[src/rtl/cdiv_pkg.sv]
package cdiv_pkg;

  // Total divide ratio from the register fields and build parameters.
  function automatic int unsigned calc_ratio(
    input int unsigned m_fld,
    input int unsigned p_fld,
    input bit          linear_p,
    input bit          half_rate,
    input int unsigned m_ofs,
    input int unsigned post_div
  );
    int unsigned pre;
    int unsigned lin;
    int unsigned r;
    if (linear_p) pre = (p_fld == 0) ? 1 : p_fld;
    else          pre = 32'd1 << p_fld;
    lin = m_fld + m_ofs;
    if (lin == 0) lin = 1;
    r = pre * lin * post_div;
    if (half_rate) r = r * 2;
    if (r < 2) r = 2;
    return r;
  endfunction

endpackage

[src/rtl/cdiv_cfg_reg.sv]
module cdiv_cfg_reg #(
  parameter int REG_W = 16
) (
  input  logic             clk,
  input  logic             rst_n,
  input  logic             wr_en,
  input  logic [REG_W-1:0] wr_data,
  output logic [REG_W-1:0] cfg_q
);

  always_ff @(posedge clk or negedge rst_n) begin
    if (!rst_n)     cfg_q <= '0;
    else if (wr_en) cfg_q <= wr_data;
  end

endmodule

[src/rtl/cdiv_ratio.sv]
module cdiv_ratio #(
  parameter int M_W      = 4,
  parameter int P_W      = 2,
  parameter int CNT_W    = 16,
  parameter int M_OFS    = 0,
  parameter int POST_DIV = 1
) (
  input  logic [M_W-1:0]   m_fld,
  input  logic [P_W-1:0]   p_fld,
  input  logic             linear_p,
  input  logic             half_rate,
  output logic [CNT_W-1:0] ratio,
  output logic [CNT_W-1:0] high_len
);
  import cdiv_pkg::*;

  int unsigned r_full;

  always_comb begin
    r_full   = calc_ratio(32'(m_fld), 32'(p_fld), linear_p, half_rate,
                          32'(M_OFS), 32'(POST_DIV));
    ratio    = CNT_W'(r_full);
    high_len = CNT_W'(r_full >> 1);
  end

endmodule

[src/rtl/cdiv_engine.sv]
module cdiv_engine #(
  parameter int NSRC  = 4,
  parameter int SEL_W = 2,
  parameter int CNT_W = 16
) (
  input  logic             clk,
  input  logic             rst_n,
  input  logic [NSRC-1:0]  src_tick,
  input  logic [CNT_W-1:0] cfg_ratio,
  input  logic [CNT_W-1:0] cfg_high,
  input  logic             cfg_gate,
  input  logic [SEL_W-1:0] cfg_sel,
  output logic             clk_out
);

  logic [CNT_W-1:0] cnt_q, ratio_q, high_q;
  logic [CNT_W-1:0] cnt_n, ratio_n, high_n;
  logic             gate_q, gate_n, out_q;
  logic [SEL_W-1:0] sel_q, sel_n;

  // named events for the assertions
  logic tick_ev;
  logic wrap_ev;

  assign tick_ev = src_tick[sel_q];
  assign wrap_ev = tick_ev && (cnt_q == ratio_q - 1'b1);

  always_comb begin
    cnt_n   = cnt_q;
    ratio_n = ratio_q;
    high_n  = high_q;
    gate_n  = gate_q;
    sel_n   = sel_q;
    if (wrap_ev) begin
      cnt_n   = '0;
      ratio_n = cfg_ratio;
      high_n  = cfg_high;
      gate_n  = cfg_gate;
      sel_n   = cfg_sel;
    end else if (tick_ev) begin
      cnt_n = cnt_q + 1'b1;
    end
  end

  always_ff @(posedge clk or negedge rst_n) begin
    if (!rst_n) begin
      cnt_q   <= '0;
      ratio_q <= CNT_W'(2);
      high_q  <= CNT_W'(1);
      gate_q  <= 1'b0;
      sel_q   <= '0;
      out_q   <= 1'b0;
    end else begin
      cnt_q   <= cnt_n;
      ratio_q <= ratio_n;
      high_q  <= high_n;
      gate_q  <= gate_n;
      sel_q   <= sel_n;
      out_q   <= gate_n && (cnt_n < high_n);
    end
  end

  assign clk_out = out_q;

  AST_CNT_IN_RANGE: assert property (@(posedge clk) disable iff (!rst_n)
    cnt_q < ratio_q);
  AST_RATIO_FLOOR: assert property (@(posedge clk) disable iff (!rst_n)
    ratio_q >= CNT_W'(2));
  AST_HOLD_MIDPERIOD: assert property (@(posedge clk) disable iff (!rst_n)
    !wrap_ev |=> $stable(ratio_q) && $stable(gate_q) && $stable(sel_q));
  AST_RISE_AT_START: assert property (@(posedge clk) disable iff (!rst_n)
    $rose(clk_out) |-> cnt_q == '0);
  AST_FALL_AT_HALF: assert property (@(posedge clk) disable iff (!rst_n)
    $fell(clk_out) |-> cnt_q == high_q);
  AST_IDLE_NO_ADVANCE: assert property (@(posedge clk) disable iff (!rst_n)
    !tick_ev |=> $stable(cnt_q));

endmodule

[src/rtl/twostage_clkdiv.sv]
module twostage_clkdiv #(
  parameter int NSRC     = 4,
  parameter int M_W      = 4,
  parameter int P_W      = 2,
  parameter int M_OFS    = 0,
  parameter int POST_DIV = 1,
  parameter int CNT_W    = 16,
  parameter int REG_W    = 16
) (
  input  logic             clk,
  input  logic             rst_n,
  input  logic [NSRC-1:0]  src_tick,
  input  logic             wr_en,
  input  logic [REG_W-1:0] wr_data,
  output logic [REG_W-1:0] rd_data,
  output logic             clk_out
);

  localparam int SEL_W    = (NSRC > 1) ? $clog2(NSRC) : 1;
  localparam int M_LSB    = 0;
  localparam int P_LSB    = M_LSB + M_W;
  localparam int LIN_BIT  = P_LSB + P_W;
  localparam int HALF_BIT = LIN_BIT + 1;
  localparam int SEL_LSB  = HALF_BIT + 1;
  localparam int GATE_BIT = REG_W - 1;

  logic [REG_W-1:0] cfg_q;
  logic [CNT_W-1:0] ratio_w, high_w;

  cdiv_cfg_reg #(.REG_W(REG_W)) u_reg (
    .clk(clk), .rst_n(rst_n), .wr_en(wr_en), .wr_data(wr_data), .cfg_q(cfg_q)
  );

  cdiv_ratio #(
    .M_W(M_W), .P_W(P_W), .CNT_W(CNT_W), .M_OFS(M_OFS), .POST_DIV(POST_DIV)
  ) u_ratio (
    .m_fld    (cfg_q[M_LSB +: M_W]),
    .p_fld    (cfg_q[P_LSB +: P_W]),
    .linear_p (cfg_q[LIN_BIT]),
    .half_rate(cfg_q[HALF_BIT]),
    .ratio    (ratio_w),
    .high_len (high_w)
  );

  cdiv_engine #(.NSRC(NSRC), .SEL_W(SEL_W), .CNT_W(CNT_W)) u_eng (
    .clk      (clk),
    .rst_n    (rst_n),
    .src_tick (src_tick),
    .cfg_ratio(ratio_w),
    .cfg_high (high_w),
    .cfg_gate (cfg_q[GATE_BIT]),
    .cfg_sel  (cfg_q[SEL_LSB +: SEL_W]),
    .clk_out  (clk_out)
  );

  assign rd_data = cfg_q;

  AST_READBACK: assert property (@(posedge clk) disable iff (!rst_n)
    wr_en |=> rd_data == $past(wr_data));

endmodule

[config.mk]
export PLATFORM = sky130hd
export DESIGN_NAME = twostage_clkdiv
export DESIGN_NICKNAME = d
export VERILOG_FILES = /design/src/rtl/cdiv_pkg.sv /design/src/rtl/cdiv_cfg_reg.sv /design/src/rtl/cdiv_ratio.sv /design/src/rtl/cdiv_engine.sv /design/src/rtl/twostage_clkdiv.sv
export SDC_FILE = /design/constraint.sdc
export NUM_CORES = 1
export LEC_CHECK = 0
export ABC_CLOCK_PERIOD_IN_PS = 8780
export BUFFER_PORTS_ARGS = -buffer_cell sky130_fd_sc_hd__buf_2
export CAP_MARGIN = 20
export CORE_ASPECT_RATIO = 0.5
export CORE_MARGIN = 3
export CORE_UTILIZATION = 33
export DETAILED_ROUTE_END_ITERATION = 10
export GPL_TIMING_DRIVEN = 0
export PLACE_DENSITY_LB_ADDON = 0.25
export SLEW_MARGIN = 20
export SYNTH_ARGS = -nofsm -noshare
export SYNTH_HDL_FRONTEND = slang
export SYNTH_HIERARCHICAL = 1
export SYNTH_SLANG_ARGS = --single-unit
[constraint.sdc]
create_clock -name clk -period 8.78 [get_ports clk]
set_clock_uncertainty 0.1 [all_clocks]
set_input_delay 0.878 -clock clk [delete_from_list [all_inputs] [get_ports clk]]
set_output_delay 0.878 -clock clk [all_outputs]
set_load 0.02 [all_outputs]
Word level (Yosys, flattened, before mapping)
Index checks and enable logic that the tools add are counted.
{"block": "classes", "addsub": 2, "mul": 1, "order_cmp": 3, "n_eq_ne": 1, "shift": 1, "muxes": 11, "n_reduce_logical": 4}
{"cell": "$mux 32", "n": 2}
{"cell": "$mux 16", "n": 3}
{"cell": "$logic_not 32->1", "n": 1}
{"cell": "$lt 32x2->1 const B", "n": 1}
{"cell": "$mul 32x4->32", "n": 1}
{"cell": "$shl 1x2->32 const A", "n": 1}
{"cell": "$mux 17", "n": 1}
{"cell": "$add 16x1->16 const B", "n": 1}
{"cell": "$eq 16x16->1", "n": 1}
{"cell": "$lt 16x16->1", "n": 1}
{"cell": "$sub 16x1->16 const B", "n": 1}
{"cell": "$mux 4", "n": 1}
{"cell": "$lt 2x3->1 const B", "n": 1}
{"cell": "$bmux 1 s2", "n": 1}
{"cell": "$logic_and 1x1->1", "n": 2}
{"cell": "$logic_not 2->1", "n": 1}
{"cell": "$mux 1", "n": 2}
{"cell": "$mux 2", "n": 1}
{"block": "word_totals", "reg_bits": 68, "in_bits": 23, "out_inout_bits": 17, "elab_cells": 30}

Depth between registers and ports, before layout
Gate-level depths: netlist of run 1.
{"block": "depth", "depth_word": 10, "depth_mapped": 22, "ltp_nobuf": 22}

Hierarchy
The synthesis of run 1 kept the hierarchy.
{"module": "cdiv_engine", "instances": 1, "cells_per_inst": 294, "area_per_inst_um2": 3076.7, "seq_area_each_um2": 1303.8}
{"module": "cdiv_ratio", "instances": 1, "cells_per_inst": 111, "area_per_inst_um2": 850.8, "seq_area_each_um2": 0.0}
{"module": "cdiv_cfg_reg", "instances": 1, "cells_per_inst": 34, "area_per_inst_um2": 649.4, "seq_area_each_um2": 400.4}

Least setup slack after synthesis of run 1
No wires, ideal clock.
{"block": "synth_timing", "kind": "register -> register", "startpoint": "register u_reg.cfg_q[4]", "endpoint": "register u_eng.out_q (netlist: u_eng/clk_out)", "setup_time_ns": 0.120, "arrival_ns": 4.627, "t_required_ns": 8.560, "path_slack_ns": 3.934, "stages_incl_launch_ff": 21, "path_buffers": 0, "synth_period_minus_slack_ns": 4.846, "path_cell_list": "dfrtp_1 -> nor2b_1 -> mux2i_1 -> nand2b_1 -> fa_1 -> inv_1 -> fa_1 -> inv_1 -> fa_1 -> nand2b_1 -> a21oi_1 -> a21oi_1 -> nor3b_1 -> a21o_1 -> mux2i_1 -> ha_1 -> nand2_1 -> nor2_1 -> nand4_1 -> a311o_1 -> and3_1"}
{"block": "synth_via", "elab_chain_len": 10, "elab_cells_between_ends": 11, "cone_classes": "1 x mul; 2 x order compare; 1 x shift; 5 x mux; 2 x reduce/logical"}
{"item": "from (decl)", "line_no": "cdiv_cfg_reg.sv:8", "source": "output logic [REG_W-1:0] cfg_q"}
{"item": "from (signal assigned)", "line_no": "cdiv_cfg_reg.sv:13", "source": "else if (wr_en) cfg_q <= wr_data;"}
{"item": "$logic_not 2->1", "line_no": "cdiv_pkg.sv:15", "source": "if (linear_p) pre = (p_fld == 0) ? 1 : p_fld;"}
{"item": "$mux 2", "line_no": "cdiv_pkg.sv:15"}
{"item": "$mux 32 (*)", "line_no": "cdiv_pkg.sv:15"}
{"item": "$mul 32x4->32 (*)", "line_no": "cdiv_pkg.sv:19", "source": "r = pre * lin * post_div;"}
{"item": "$mux 32 (*)", "line_no": "cdiv_pkg.sv:20", "source": "if (half_rate) r = r * 2;"}
{"item": "$lt 32x2->1", "line_no": "cdiv_pkg.sv:21", "source": "if (r < 2) r = 2;"}
{"item": "$mux 17 (*)", "line_no": "cdiv_pkg.sv:21"}
{"item": "named net high_w[7]", "line_no": "twostage_clkdiv.sv:28", "source": "logic [CNT_W-1:0] ratio_w, high_w;"}
{"item": "$mux 16 (*)", "line_no": "cdiv_engine.sv:34", "source": "if (wrap_ev) begin"}
{"item": "$lt 16x16->1 (*)", "line_no": "cdiv_engine.sv:59", "source": "out_q <= gate_n && (cnt_n < high_n);"}
{"item": "$logic_and 1x1->1 (*)", "line_no": "cdiv_engine.sv:59"}
{"item": "to (signal assigned)", "line_no": "cdiv_engine.sv:59"}
{"item": "to (decl)", "line_no": "cdiv_engine.sv:18", "source": "logic gate_q, gate_n, out_q;"}
Mark *: on every way through the listed nets, which the timed path passes. The rest lies on a longest branch.
A chain may end at the register's enable or synchronous reset.

Worst setup path in the final report of run 1
Same ends and word-level chain as after synthesis.

==> results.md, run 1 <==
* Status: finished clean
* CTS resizes at 0
* Register area share after synthesis at 0.372
* Distinct cell type count after synthesis at 60
* TritonCTS clock tree: built
* Pwr Density at 253 nW/um^2
* Clock transition at path regs at 60 ps
* GR Layer Usage met3 at 0.0305
* Tot Pwr at 1.36 mW
* Synth Instances at 439
* Rows at 29
* Aggregate routed wire length at 9240 um
* Final period utilization at 0.626
* IO Count at 40
* IO Port Bufs at 38
* Initial antenna violation count at 0
* Commonest non-fill, non-tap cell in the layout: dfrtp_1
* Relative slew slack at 0.588
* Effective utilization at floorplan at 0.349
* DR vias at 3211
* Via density at 4.64
* Most frequent cells in the layout: 66 x dfrtp_1, 40 x nor2_1, 38 x buf_2, 29 x ha_1, 27 x inv_1
* Peak Freq at 0.182 GHz
* # clock sinks at 68
* GRT Util Overall at 0.131
* Detail Route Antenna Nets at 0
* Final TNS setup at 0 ps
* Vias in the first global route at 3238
* WP data required at 8900 ps
* Final cell utilization of the core at 0.411
* Max clock buf depth at 2
* Die area at 15400 um^2
* P_leak at 2.82 nW
* Congestion Overflow GR at 0
* Count of warnings emitted by yosys at 6
* Max H-tree Level at 3
* Async S/R FF share, synth at 1.00
* Area Overhead vs Synth at 17.6%
* CP Capture Type: flip-flop
* Hold WC Path Type: in2async
* Core ar. at 13100 um^2
* Hold_buf cts at 0
* Grt peak-use layer: met2
* TritonCTS Buffers at 9
* Post-CTS setup buffer count at 0
* Die height at 89.3 um
* Ant diodes at 0
* Reg2reg start: u_reg/cfg_q[4]$_DFFE_PN0P_
* Final nets at 557
* DP Area at 5070 um^2
* Number of synthesized flops with an enable pin at 0
* Synthesized flop and latch total at 68
* # fillers at 1301
* Largest net degree at the start of global routing at 52
* Crit Path Max Fanout at 6
* Fin. max-slew vios at 0
* Crit path time final at 5500 ps
* Post-route DRC at 0
* M1 GR Usage at 0.167
* RSZ-0062 raised after global routing: false
* Final instance area at 5380 um^2
* MaxCap Viol Count at 0
* Hold Slack at 318 ps
* Worst slew pin tran at 617 ps
* First-pass GRT wire length at 16000 um
* Layout cell share with drive strength beyond 1 at 0.239
* Mapped cell area at 4580 um^2
* WS Path Type: reg2reg
* Avg Cell Area, Syn at 10.4 um^2
* Final HPWL DP at 7180 um
* Final Hold Violating Endpoints at 0
* Met2 Resource Use GR at 0.225
* Crit path from: u_reg/cfg_q[4]$_DFFE_PN0P_
* # setup viols final at 0
* Clock Latency Late Sink at 330 ps
* Synth Flop Type: dfrtp_1
* Avg WL per Cell at 13.4 um
* Routability cong. at 0.782
* Startpoint types: flip-flop
* VDD IR max at 105 uV
* Root Driver: clkbuf_16
* DR pass1 iterations at 4
* Worst path arrival time at 5620 ps
* Die width at 173 um
* Initial drt markers at 135
## layout make-up
type	instances	area, um^2	area share
clock buffer	9	225	0.0418
multi-input combinational	323	2550	0.474
sequential	68	1700	0.317
tap	186	233	0.0432
buffer	32	265	0.0493
clock inverter	7	76.3	0.0142
inverter	28	105	0.0195
timing repair buffer	39	220	0.0409
## registers in the layout, summed over array words and instances, names as in the netlist
name	count
u_eng/cnt_q	16
u_eng/high_q	16
u_eng/ratio_q	16
u_reg/cfg_q	16
u_eng/sel_q	2
u_eng/clk_out	1
u_eng/gate_q	1
## power by group
group          total, mW  internal (mW)  leakage, nW  switching (mW)
Clock              0.360          0.221        0.142           0.139
Sequential         0.462          0.392        0.872          0.0706
Combinational      0.538          0.251         1.81           0.287
## cells by family after synthesis
| logic type | synth area share |
|---|---|
| compound gates | 0.0664 |
| flops | 0.372 |
| other cells | 0.000819 |
| simple gates | 0.166 |
| xor+xnor | 0.0670 |
| mux | 0.150 |
| buf+inv | 0.0809 |
| fa+ha+maj | 0.0968 |
## Yosys cell counts (2+ instances only)
library cell	number	area (um^2)
nand4_1	9	56.3
buf_4	22	165
buf_6	6	67.6
nand3_1	11	55.1
nand2b_1	4	25.0
nor4_4	2	42.5
dfstp_2	2	52.6
fa_1	4	80.1
and2_1	4	25.0
ha_1	29	363
mux2_4	10	150
a21oi_1	9	45.0
mux2_2	11	124
a21o_1	10	75.1
nand2_1	26	97.6
nor2_1	40	150
dfrtp_1	66	1650
mux2_1	15	169
o21ai_0	7	35.0
xnor2_1	16	140
nor2b_1	9	56.3
nand4b_1	3	26.3
o31ai_1	2	15.0
a211oi_1	4	30.0
a31oi_1	2	12.5
nor3b_1	3	22.5
xor2_1	19	166
mux2i_1	22	220
nor4_1	2	12.5
nor3_1	5	25.0
clkbuf_1	2	7.51
inv_1	27	101
and3_1	9	56.3
## worst max-delay path: stages (launching register included)
cell and delay, ps:
dfrtp_1 430, nor2b_1 370, mux2i_1 220, nand2b_1 210
fa_1 500, inv_1 60, fa_1 570, inv_1 70
fa_1 440, nand2b_1 210, a21oi_1 220, a21oi_1 110
nor3b_1 420, a21o_1 170, mux2i_1 100, ha_1 300
nand2_1 50, nor2_1 150, nand4_1 150, a311o_1 350
and3_1 180
## layer usage
metal  vias to the layer above  part of all wire
met5                         -                 0
met4                         0             0.016
met3                        10             0.038
met2                        56              0.46
met1                      1516              0.48
li1                       1629                 -
## worst paths after layout
| check | end | cells after the start | slack (ps) |
|---|---|---|---|
| max in group asynchronous | u_eng/ratio_q[1]$_DFFE_PN1N_ | 2 | 7670 |
| min reg2reg | u_eng/high_q[3]$_DFF_PN0_ | 2 | 390 |
| min in group clk | u_eng/high_q[3]$_DFF_PN0_ | 2 | 390 |
| max | u_eng/clk_out$_DFF_PN0_ | 20 | 3280 |
| min | u_reg/cfg_q[5]$_DFFE_PN0P_ | 1 | 320 |
| max reg2reg | u_eng/clk_out$_DFF_PN0_ | 20 | 3280 |
## through the flow
stage / cells / setup WS, ps
global route: 692 / 2870
CTS: 692 / 3250
global placement: 675 / 3360
detailed placement: 676 / 3320
finish: 692 / 3280
floorplan: 451 / 3930
Power figures use the tool's default switching activity.
==> run 2, diff against run 1 <==
--- a/config.mk
+++ b/config.mk
@@ -5,7 +5,7 @@
 export SDC_FILE = /design/constraint.sdc
 export NUM_CORES = 1
 export LEC_CHECK = 0
-export ABC_CLOCK_PERIOD_IN_PS = 8780
+export ABC_CLOCK_PERIOD_IN_PS = 4750
 export BUFFER_PORTS_ARGS = -buffer_cell sky130_fd_sc_hd__buf_2
 export CAP_MARGIN = 20
 export CORE_ASPECT_RATIO = 0.5
==> constraint.sdc (replaced) <==
create_clock -name clk -period 4.75 [get_ports clk]
set_clock_uncertainty 0.1 [all_clocks]
set_input_delay 0.475 -clock clk [delete_from_list [all_inputs] [get_ports clk]]
set_output_delay 0.475 -clock clk [all_outputs]
set_load 0.02 [all_outputs]
==> run 2 against run 1 <==
Against the previous run:
- core utilization grew 3.4 points
- global-route usage is essentially flat
- critical path depth stayed put
- first-iteration DRC count up 48%
- sequential power rose by 87%
- final area grew 8.2%
- hold slack lost 46 ps
- critical path type unchanged
==> results.md, run 2 (synthesized netlist as in run 1, its figures left out) <==
* IO Count at 40
* Max H-tree Level at 3
* Final instance area at 5820 um^2
* Commonest non-fill, non-tap cell in the layout: dfrtp_1
* Tot Pwr at 2.70 mW
* Max clock buf depth at 2
* Area Overhead vs Synth at 27.3%
* Hold Startpoint: wr_data[6]
* Routability cong. at 0.778
* Met2 Resource Use GR at 0.228
* Hold WC Path Type: in2reg
* Worst path arrival time at 4760 ps
* TritonCTS clock tree: built
* Core ar. at 13100 um^2
* Relative slew slack at 0.662
* DR pass1 iterations at 5
* Congestion Overflow GR at 0
* Clock Latency Late Sink at 330 ps
* Largest net degree at the start of global routing at 50
* Worst slew pin tran at 503 ps
* Post-Place Cells at 676
* Critical Path, Cell by Cell: nor2b_4 -> mux2i_4 -> nand2b_4 -> fa_1 -> inv_2 -> fa_1 -> inv_2 -> fa_2 -> nand2b_4 -> a21oi_4 -> a21oi_2 -> nor3b_2 -> a21o_1 -> mux2i_1 -> ha_1 -> nand2_1 -> nor2_2 -> nand4_1 -> a311o_1 -> and3_1
* Initial drt markers at 200
* Layout cell share with drive strength beyond 1 at 0.338
* GRT Util Overall at 0.131
* # setup viols final at 0
* Status: finished clean
* Final period utilization at 0.977
* Reg2reg start: u_reg/cfg_q[6]$_DFFE_PN0P_
* M1 GR Usage at 0.168
* Crit path time final at 4640 ps
* Initial antenna violation count at 0
* Via density at 4.72
* Final HPWL DP at 7090 um
* Slowest stage cell, crit path: fa_1
* Final cell utilization of the core at 0.445
* Fin. max-slew vios at 0
* Setup WS pre-CTS at -611 ps
* CP Capture Type: flip-flop
* Avg WL per Cell at 13.7 um
* Most frequent cells in the layout: 63 x dfrtp_1, 47 x buf_4, 38 x nor2_1, 37 x buf_2, 28 x ha_1
* Fin cells at 716
* WP data required at 4870 ps
* Hold Slack at 272 ps
* Final nets at 581
* Aggregate routed wire length at 9840 um
* Startpoint types: flip-flop
* VDD IR max at 238 uV
* WS Path Type: reg2reg
* Grt peak-use layer: met2
* Crit path from: u_reg/cfg_q[6]$_DFFE_PN0P_
* IO Port Bufs at 38
* DR vias at 3377
* Rows at 29
* GR Layer Usage met3 at 0.0280
* Max stage delay on crit path at 540 ps
* Root Driver: clkbuf_16
* Vias in the first global route at 3207
* Peak Freq at 0.215 GHz
* Post-route DRC at 0
* Effective utilization at floorplan at 0.349
* Detail Route Antenna Nets at 0
* RSZ-0062 raised after global routing: true
* TritonCTS Buffers at 9
* # clock sinks at 68
* Die width at 173 um
* MaxCap Viol Count at 0
* First-pass GRT wire length at 16100 um
* Ant diodes at 0
* P_leak at 3.00 nW
* DP Area at 5080 um^2
* Clock transition at path regs at 60 ps
* Pwr Density at 464 nW/um^2
* Final worst setup slack at 109 ps
* Crit Path Max Fanout at 4
* Die height at 89.3 um
* Final Hold Violating Endpoints at 0
* Die area at 15400 um^2
* Final TNS setup at 0 ps
==> run 2: cell count changes in the layout (fill, tap and decap cells not counted), sizes merged <==
| cell | change |
|---|---|
| buf | +23 |
| bufinv | +1 |
| clkbuf | +1 |
| clkinvlp | -1 |
| dlygate4sd3 | +1 |
| inv | -1 |
==> run 2: timing repair <==
item	4_1_cts	5_1_grt
endpoints found under the hold margin	19	0
hold buffers	1	0
endpoints found under the setup margin	1	2
pin swaps	5	23
gates resized for setup	24	24
buffers inserted	12	11
gates cloned	0	0
==> run 2: cell type report <==
type	count	area, um^2
fill	1274	7270
multi-input combinational	323	2780
sequential	68	1710
timing repair buffer	63	403
buffer	32	268
clock buffer	10	239
tap	186	233
inverter	28	109
clock inverter	6	87.6
==> run 2: final timing paths <==
check | to | slack [ps] | cells after the start
max | u_eng/clk_out$_DFF_PN0_ | 110 | 20
min in group asynchronous | u_reg/cfg_q[3]$_DFFE_PN0P_ | 480 | 2
min | u_reg/cfg_q[6]$_DFFE_PN0P_ | 270 | 2
max reg2reg | u_eng/clk_out$_DFF_PN0_ | 110 | 20
max in group asynchronous | u_eng/ratio_q[1]$_DFFE_PN1N_ | 3480 | 3
min reg2reg | u_eng/high_q[13]$_DFF_PN0_ | 390 | 2
==> run 2: metal layers <==
layer  vias to the layer above  share of wire
met3                         6          0.038
met2                        62           0.47
met1                      1641           0.48
met4                         0         0.0078
met5                         -              0
li1                       1668              -
==> run 2: report_power, final <==
group / total, mW / switching (mW) / internal (mW) / leakage [nW]
clock network: 0.719 / 0.246 / 0.473 / 0.162
logic: 1.12 / 0.586 / 0.531 / 1.97
registers: 0.864 / 0.139 / 0.725 / 0.869
total: 2.70 / 0.972 / 1.73 / 3.00
==> run 2: critical path, delay by kind of cell (launching register included) <==
kind	cells	cell delay, ps
adders and majority gates	4	1680
and+or+nand+nor	8	1200
AOI/OAI and AO/OA	4	790
muxes	2	210
buffers and inverters	2	90
DFF	1	460
